[src/rtl/dring_pkg.sv]
package dring_pkg;
  localparam int DESC_BYTES = 8;
  localparam int DESC_W     = 64;
  localparam int OWN_POS    = 63;
  localparam int WRAP_POS   = 61;
  localparam int STAT_LSB   = 48;
  localparam int LEN_LSB    = 32;
  localparam int LEN_W      = 16;
  localparam int PTR_W      = 32;
  localparam int STAT_W     = 16;
  localparam logic [7:0] WB_BE = 8'hC0;

  localparam logic [1:0] CFG_BASE = 2'd0;
  localparam logic [1:0] CFG_CTRL = 2'd1;
  localparam logic [1:0] CFG_POLL = 2'd2;

  typedef enum logic [2:0] {
    S_IDLE,
    S_RD_REQ,
    S_RD_WAIT,
    S_POLL,
    S_MV_REQ,
    S_MV_WAIT,
    S_WB_REQ
  } walk_state_e;
endpackage

[src/rtl/dring_cfg.sv]
module dring_cfg
  import dring_pkg::*;
#(
  parameter int AW = 32,
  parameter int PW = 16
) (
  input  logic          clk,
  input  logic          rst,
  input  logic          cfg_we,
  input  logic [1:0]    cfg_addr,
  input  logic [AW-1:0] cfg_wdata,
  output logic [AW-1:0] base_q,
  output logic          en_q,
  output logic [PW-1:0] delay_q
);
  always_ff @(posedge clk) begin
    if (rst) begin
      base_q  <= '0;
      en_q    <= 1'b0;
      delay_q <= '0;
    end else if (cfg_we) begin
      case (cfg_addr)
        CFG_BASE: if (!en_q) base_q <= {cfg_wdata[AW-1:3], 3'b000};
        CFG_CTRL: en_q <= cfg_wdata[0];
        CFG_POLL: delay_q <= cfg_wdata[PW-1:0];
        default: ;
      endcase
    end
  end
endmodule

[src/rtl/dring_cursor.sv]
module dring_cursor
  import dring_pkg::*;
#(
  parameter int AW = 32
) (
  input  logic          clk,
  input  logic          rst,
  input  logic [AW-1:0] base,
  input  logic          load,
  input  logic          step,
  input  logic          wrap,
  output logic [AW-1:0] cur
);
  localparam logic [AW-1:0] STRIDE = AW'(DESC_BYTES);

  always_ff @(posedge clk) begin
    if (rst)       cur <= '0;
    else if (load) cur <= base;
    else if (step) cur <= wrap ? base : cur + STRIDE;
  end
endmodule

[src/rtl/dring_poll_timer.sv]
module dring_poll_timer #(
  parameter int PW = 16
) (
  input  logic          clk,
  input  logic          rst,
  input  logic          start,
  input  logic [PW-1:0] delay,
  output logic          expired
);
  logic [PW-1:0] cnt;

  always_ff @(posedge clk) begin
    if (rst)             cnt <= '0;
    else if (start)      cnt <= delay;
    else if (cnt != '0)  cnt <= cnt - 1'b1;
  end

  assign expired = (cnt == '0);
endmodule

[src/rtl/dring_ctrl.sv]
module dring_ctrl
  import dring_pkg::*;
#(
  parameter int AW   = 32,
  parameter int ST_W = 8
) (
  input  logic              clk,
  input  logic              rst,
  input  logic              en,
  input  logic              poll_expired,
  input  logic [AW-1:0]     cur_addr,
  output logic              poll_start,
  output logic              cur_load,
  output logic              cur_step,
  output logic              wrap_hit,
  output logic              mem_req_valid,
  input  logic              mem_req_ready,
  output logic              mem_req_write,
  output logic [AW-1:0]     mem_req_addr,
  output logic [DESC_W-1:0] mem_req_wdata,
  output logic [7:0]        mem_req_be,
  input  logic              mem_rsp_valid,
  input  logic [DESC_W-1:0] mem_rsp_data,
  output logic              mv_valid,
  input  logic              mv_ready,
  output logic [PTR_W-1:0]  mv_ptr,
  output logic [LEN_W-1:0]  mv_len,
  input  logic              mv_done,
  input  logic [ST_W-1:0]   mv_status
);
  walk_state_e       state, state_d;
  logic [DESC_W-1:0] desc_q;
  logic [STAT_W-1:0] wb_q;

  always_ff @(posedge clk) begin
    if (rst) begin
      state  <= S_IDLE;
      desc_q <= '0;
      wb_q   <= '0;
    end else begin
      state <= state_d;
      if (state == S_RD_WAIT && mem_rsp_valid) desc_q <= mem_rsp_data;
      if (state == S_MV_WAIT && mv_done)
        wb_q <= {1'b0, desc_q[OWN_POS-1:STAT_LSB+ST_W], mv_status};
    end
  end

  always_comb begin
    state_d    = state;
    poll_start = 1'b0;
    cur_load   = 1'b0;
    cur_step   = 1'b0;
    case (state)
      S_IDLE: if (en) begin
        state_d  = S_RD_REQ;
        cur_load = 1'b1;
      end
      S_RD_REQ:  if (mem_req_ready) state_d = S_RD_WAIT;
      S_RD_WAIT: if (mem_rsp_valid) begin
        if (mem_rsp_data[OWN_POS]) state_d = S_MV_REQ;
        else begin
          state_d    = S_POLL;
          poll_start = 1'b1;
        end
      end
      S_POLL:    if (poll_expired) state_d = en ? S_RD_REQ : S_IDLE;
      S_MV_REQ:  if (mv_ready) state_d = S_MV_WAIT;
      S_MV_WAIT: if (mv_done) state_d = S_WB_REQ;
      S_WB_REQ:  if (mem_req_ready) begin
        cur_step = 1'b1;
        state_d  = en ? S_RD_REQ : S_IDLE;
      end
      default: state_d = S_IDLE;
    endcase
  end

  assign wrap_hit      = desc_q[WRAP_POS];
  assign mem_req_valid = (state == S_RD_REQ) || (state == S_WB_REQ);
  assign mem_req_write = (state == S_WB_REQ);
  assign mem_req_addr  = cur_addr;
  assign mem_req_wdata = {wb_q, {(DESC_W-STAT_W){1'b0}}};
  assign mem_req_be    = mem_req_write ? WB_BE : 8'hFF;
  assign mv_valid      = (state == S_MV_REQ);
  assign mv_ptr        = desc_q[PTR_W-1:0];
  assign mv_len        = desc_q[LEN_LSB+LEN_W-1:LEN_LSB];
endmodule

[src/rtl/desc_ring_walker.sv]
module desc_ring_walker
  import dring_pkg::*;
#(
  parameter int AW   = 32,
  parameter int PW   = 16,
  parameter int ST_W = 8
) (
  input  logic              clk,
  input  logic              rst,
  input  logic              cfg_we,
  input  logic [1:0]        cfg_addr,
  input  logic [AW-1:0]     cfg_wdata,
  output logic              mem_req_valid,
  input  logic              mem_req_ready,
  output logic              mem_req_write,
  output logic [AW-1:0]     mem_req_addr,
  output logic [DESC_W-1:0] mem_req_wdata,
  output logic [7:0]        mem_req_be,
  input  logic              mem_rsp_valid,
  input  logic [DESC_W-1:0] mem_rsp_data,
  output logic              mv_valid,
  input  logic              mv_ready,
  output logic [PTR_W-1:0]  mv_ptr,
  output logic [LEN_W-1:0]  mv_len,
  input  logic              mv_done,
  input  logic [ST_W-1:0]   mv_status
);
  logic [AW-1:0] base_q, cur;
  logic          en_q;
  logic [PW-1:0] delay_q;
  logic          poll_start, poll_expired, cur_load, cur_step, wrap_hit;

  dring_cfg #(.AW(AW), .PW(PW)) u_cfg (
    .clk(clk), .rst(rst), .cfg_we(cfg_we), .cfg_addr(cfg_addr),
    .cfg_wdata(cfg_wdata), .base_q(base_q), .en_q(en_q), .delay_q(delay_q)
  );

  dring_cursor #(.AW(AW)) u_cursor (
    .clk(clk), .rst(rst), .base(base_q), .load(cur_load),
    .step(cur_step), .wrap(wrap_hit), .cur(cur)
  );

  dring_poll_timer #(.PW(PW)) u_poll (
    .clk(clk), .rst(rst), .start(poll_start), .delay(delay_q),
    .expired(poll_expired)
  );

  dring_ctrl #(.AW(AW), .ST_W(ST_W)) u_ctrl (
    .clk(clk), .rst(rst), .en(en_q), .poll_expired(poll_expired),
    .cur_addr(cur), .poll_start(poll_start), .cur_load(cur_load),
    .cur_step(cur_step), .wrap_hit(wrap_hit),
    .mem_req_valid(mem_req_valid), .mem_req_ready(mem_req_ready),
    .mem_req_write(mem_req_write), .mem_req_addr(mem_req_addr),
    .mem_req_wdata(mem_req_wdata), .mem_req_be(mem_req_be),
    .mem_rsp_valid(mem_rsp_valid), .mem_rsp_data(mem_rsp_data),
    .mv_valid(mv_valid), .mv_ready(mv_ready), .mv_ptr(mv_ptr),
    .mv_len(mv_len), .mv_done(mv_done), .mv_status(mv_status)
  );
endmodule

[config.mk]
export PLATFORM = sky130hd
export DESIGN_NAME = desc_ring_walker
export DESIGN_NICKNAME = d
export VERILOG_FILES = /design/src/rtl/dring_pkg.sv /design/src/rtl/dring_cfg.sv /design/src/rtl/dring_cursor.sv /design/src/rtl/dring_poll_timer.sv /design/src/rtl/dring_ctrl.sv /design/src/rtl/desc_ring_walker.sv
export SDC_FILE = /design/constraint.sdc
export NUM_CORES = 1
export LEC_CHECK = 0
export ABC_AREA = 1
export CORE_UTILIZATION = 55
export CTS_BUF_LIST = sky130_fd_sc_hd__clkbuf_4 sky130_fd_sc_hd__clkbuf_8
export DETAILED_ROUTE_END_ITERATION = 8
export DONT_BUFFER_PORTS = 1
export GPL_TIMING_DRIVEN = 0
export PLACE_DENSITY = 0.82
export SLEW_MARGIN = 20
export SYNTH_ARGS = -nofsm -noshare
export SYNTH_HDL_FRONTEND = slang
export SYNTH_SLANG_ARGS = --single-unit
export TNS_END_PERCENT = 1
[constraint.sdc]
create_clock -name clk -period 3.7 [get_ports clk]
set_clock_uncertainty 0.15 [all_clocks]
set_input_delay 0.74 -clock clk [delete_from_list [all_inputs] [get_ports clk]]
set_output_delay 0.74 -clock clk [all_outputs]
set_load 0.03 [all_outputs]
==> impl_metrics.yaml <==
floorplan:
  floorplan.rows: 44
  area_of_the_die_um2: 15340
  initial_core_util_pct: 56.20
  fp.dieH_um: 123.9
  design.portCount: 268
  die_span_x_um: 123.9
  core_area_um2: 14530
logic_synthesis:
  number_of_distinct_library_cells_after_synthesis: 32
  syn_area_um2: 8168
  synth_seq_cells: 164
  syn-instance-count: 1198
  total_of_warnings_raised_by_yosys: 0
  synth_seq_area_share_pct: 40.20
  synth_area_per_cell_um2: 6.818
cts:
  ctsRootBufferMaster: "clkbuf_8"
  cts_hold_repair.buffers: 0
  worst_skew_pair_later_pin_latency_ps: 470
  tritoncts_num_sinks: 164
  cts.htree.levels: 4
  post_cts.resized_instances: 0
  postCtsSetupBuffers: 0
  tritoncts: "done"
  clock_tree.buffer_depth: 2
  total_cts_buffers: 17
  cts.reportedPaths.clkPinSlew_ps: 90
timing:
  post-route-worst-setup-slack_ps: 771.6
  final_hold_viol_count: 0
  max_slew_margin_pct: 24.35
  grt_setup_unrepaired: "false"
  period_minus_slack_ps: 2928
  tns_ps: 0
  max_slew.worst_pin.slew_ps: 1126
  timing.final.max_slew_violations: 0
  fin_crit_sh_pct: 79.15
  max_freq_mhz: 341.5
  finalSetupViolations: 0
hold_path:
  worst_hold_path.num_cells: 2
  hold_crit_path_type: "in2reg"
  hold_path_startpoint: "mem_rsp_data[38]"
critical_path:
  critical_path.max_stage_delay_ps: 460
  reg2reg_depth: 11
  worst-path-max-fanout: 8
  critical_path_buf_inv_count: 2
  worst-setup-path-type: "reg2out"
  critical_path.startpoint: "u_ctrl.state[2]"
  timing.critical_path.arrival_ps: 2040
  start_kind: "flop"
  critPathTopFamily: "flip-flops"
  worstSetupPathDepth: 4
  endpoint_kind: "primary output"
  timing.critical_path.slowest_stage_cell: "dfxtp_1"
  rr_startpoint: "u_ctrl.state[0]"
  critical_path.cell_chain: "inv_2, nor2_4, inv_1, o21ai_0"
  worst_path_required_time_ps: 2810
place:
  port-buffer-count: 0
  place_hpwl_um: 16370
  finalWeightedCongestion: 0.9385
  setup_slack_placement_ps: 1245
global_route:
  grt_start_max_net_pins: 17
  initial_antenna_violation_count: 0
  grt_first_pass_wirelength_um: 33870
  groute.usage.overall_pct: 28.86
  via_count_of_the_first_global_routing_pass: 6929
  globalRouteOverflowTotal: 0
flow_run:
  cap_viol_max_count: 0
finish:
  final_cell_utilization_of_the_core_pct: 62.32
  number_of_antenna_diodes: 0
  layout-drive-gt1-share_pct: 13.88
  nNetsFinal: 1384
  num-fill-cells: 1380
  area_delta_synth_final_pct: 10.89
detailed_routing:
  detail_route.vias_per_cell: 5.210
  via_count: 7638
  drt.antenna.violating_nets: 0
  wl_um: 21780
  wire_per_inst_um: 14.85
  drt-pass1-iter-count: 6
  drcViolationCount: 0
  drt_initial_violations: 730
outcome:
  run_status: "completed"
power:
  total_leakage_power_nw: 3.938
  power_per_cell_area_nw_per_um2: 613.3
  vdd_drop_max_uv: 386.9
## stage by stage
step	area [µm²]	cells	power, W	hold slack (ps)
global placement	8593	1434	0.003994	286.6
detailed placement	8593	1434	0.004039	293.0
CTS	9057	1466	0.005550	233.9
floorplan	8363	1250	0.003714	274.5
finish	9057	1466	0.005555	253.7
global route	9057	1466	0.005879	232.2
## flip-flops by register name, summed over array words and instances (netlist names)
name / count
u_cfg.en_q: 1
u_poll.cnt: 16
u_ctrl.wb_q: 15
u_cursor.cur: 29
u_cfg.base_q: 29
u_ctrl.state: 3
u_cfg.delay_q: 16
u_ctrl.desc_q: 55
## metal layers
metal / share of wire, % / routed length [µm] / GRT usage (%) / vias up
li1: - / - / - / 3812
met1: 39 / 8599 / 34.83 / 3389
met2: 47 / 10190 / 47.15 / 382
met3: 11 / 2314 / 9.020 / 55
met4: 3.1 / 675 / 12.42 / 0
met5: 0 / 0 / 0 / -
## layout make-up
| type | count | area, µm² | share of cell area (%) |
|---|---|---|---|
| multi-input cells | 854 | 3747 | 41.37 |
| well taps | 184 | 230.2 | 2.542 |
| inverters | 73 | 274.0 | 3.025 |
| plain buffers | 159 | 1059 | 11.69 |
| clock buffers | 19 | 261.5 | 2.887 |
| flip-flops and latches | 164 | 3283 | 36.25 |
| clock inverters | 13 | 202.7 | 2.238 |
## logic make-up after synthesis
logic type / Yosys count / share of synthesized area [%]
XOR/XNOR: 12 / 1.287
flip-flops: 164 / 40.20
AND/OR/NAND/NOR: 561 / 27.83
buffers and inverters: 232 / 16.31
other: 2 / 0.09195
adder cells (fa/ha/maj): 2 / 0.3063
AO/OA/AOI/OAI: 225 / 13.97
## placed cells by master, fill, tap and decap left out, drive strengths merged, types with 3 or more instances in the layout
cell,count
a21oi,68
buf,129
bufinv,5
clkbuf,49
clkinv,5
conb,54
dfxtp,164
inv,74
nand2,199
nand3,62
nand4,4
nor2,279
nor3,12
o211ai,3
o21ai,150
xnor2,4
xor2,8
## synthesized netlist by cell type
cell type / count / area share, %
nand2_1: 196 / 9.0
xor2_1: 8 / 0.86
dfxtp_1: 164 / 40
a31oi_1: 2 / 0.15
nand3_1: 60 / 3.7
buf_6: 5 / 0.69
nand4_1: 4 / 0.31
conb_1: 2 / 0.092
buf_2: 14 / 0.86
buf_1: 2 / 0.092
o21bai_1: 1 / 0.092
inv_2: 4 / 0.18
inv_1: 69 / 3.2
nand3_2: 2 / 0.25
nor4_1: 1 / 0.077
o21ai_1: 10 / 0.61
clkbuf_2: 1 / 0.061
clkbuf_1: 29 / 1.3
nor2_4: 3 / 0.41
nor2_1: 272 / 13
nand3b_1: 2 / 0.18
nor2_2: 4 / 0.31
o21ai_0: 140 / 8.6
buf_4: 108 / 9.9
or2_2: 2 / 0.15
ha_1: 2 / 0.31
xnor2_1: 4 / 0.43
o211ai_1: 3 / 0.28
nor3_1: 12 / 0.74
o31ai_1: 1 / 0.092
a21oi_1: 68 / 4.2
nand2_2: 3 / 0.23
## worst paths after layout
path,to,slack [ps]
max,mem_req_valid,770
min,u_ctrl.desc_q[38],250
max reg2reg,u_ctrl.state[0],1230
min reg2reg,u_cfg.base_q[16],300
## power breakdown
part           leakage [nW]  internal, W  switching (W)  total, W
Sequential             1.33      0.00201       0.000223   0.00224
Combinational          2.37     0.000612        0.00118   0.00180
Clock                 0.232     0.000837       0.000684   0.00152
Power figures use the tool's default switching activity.
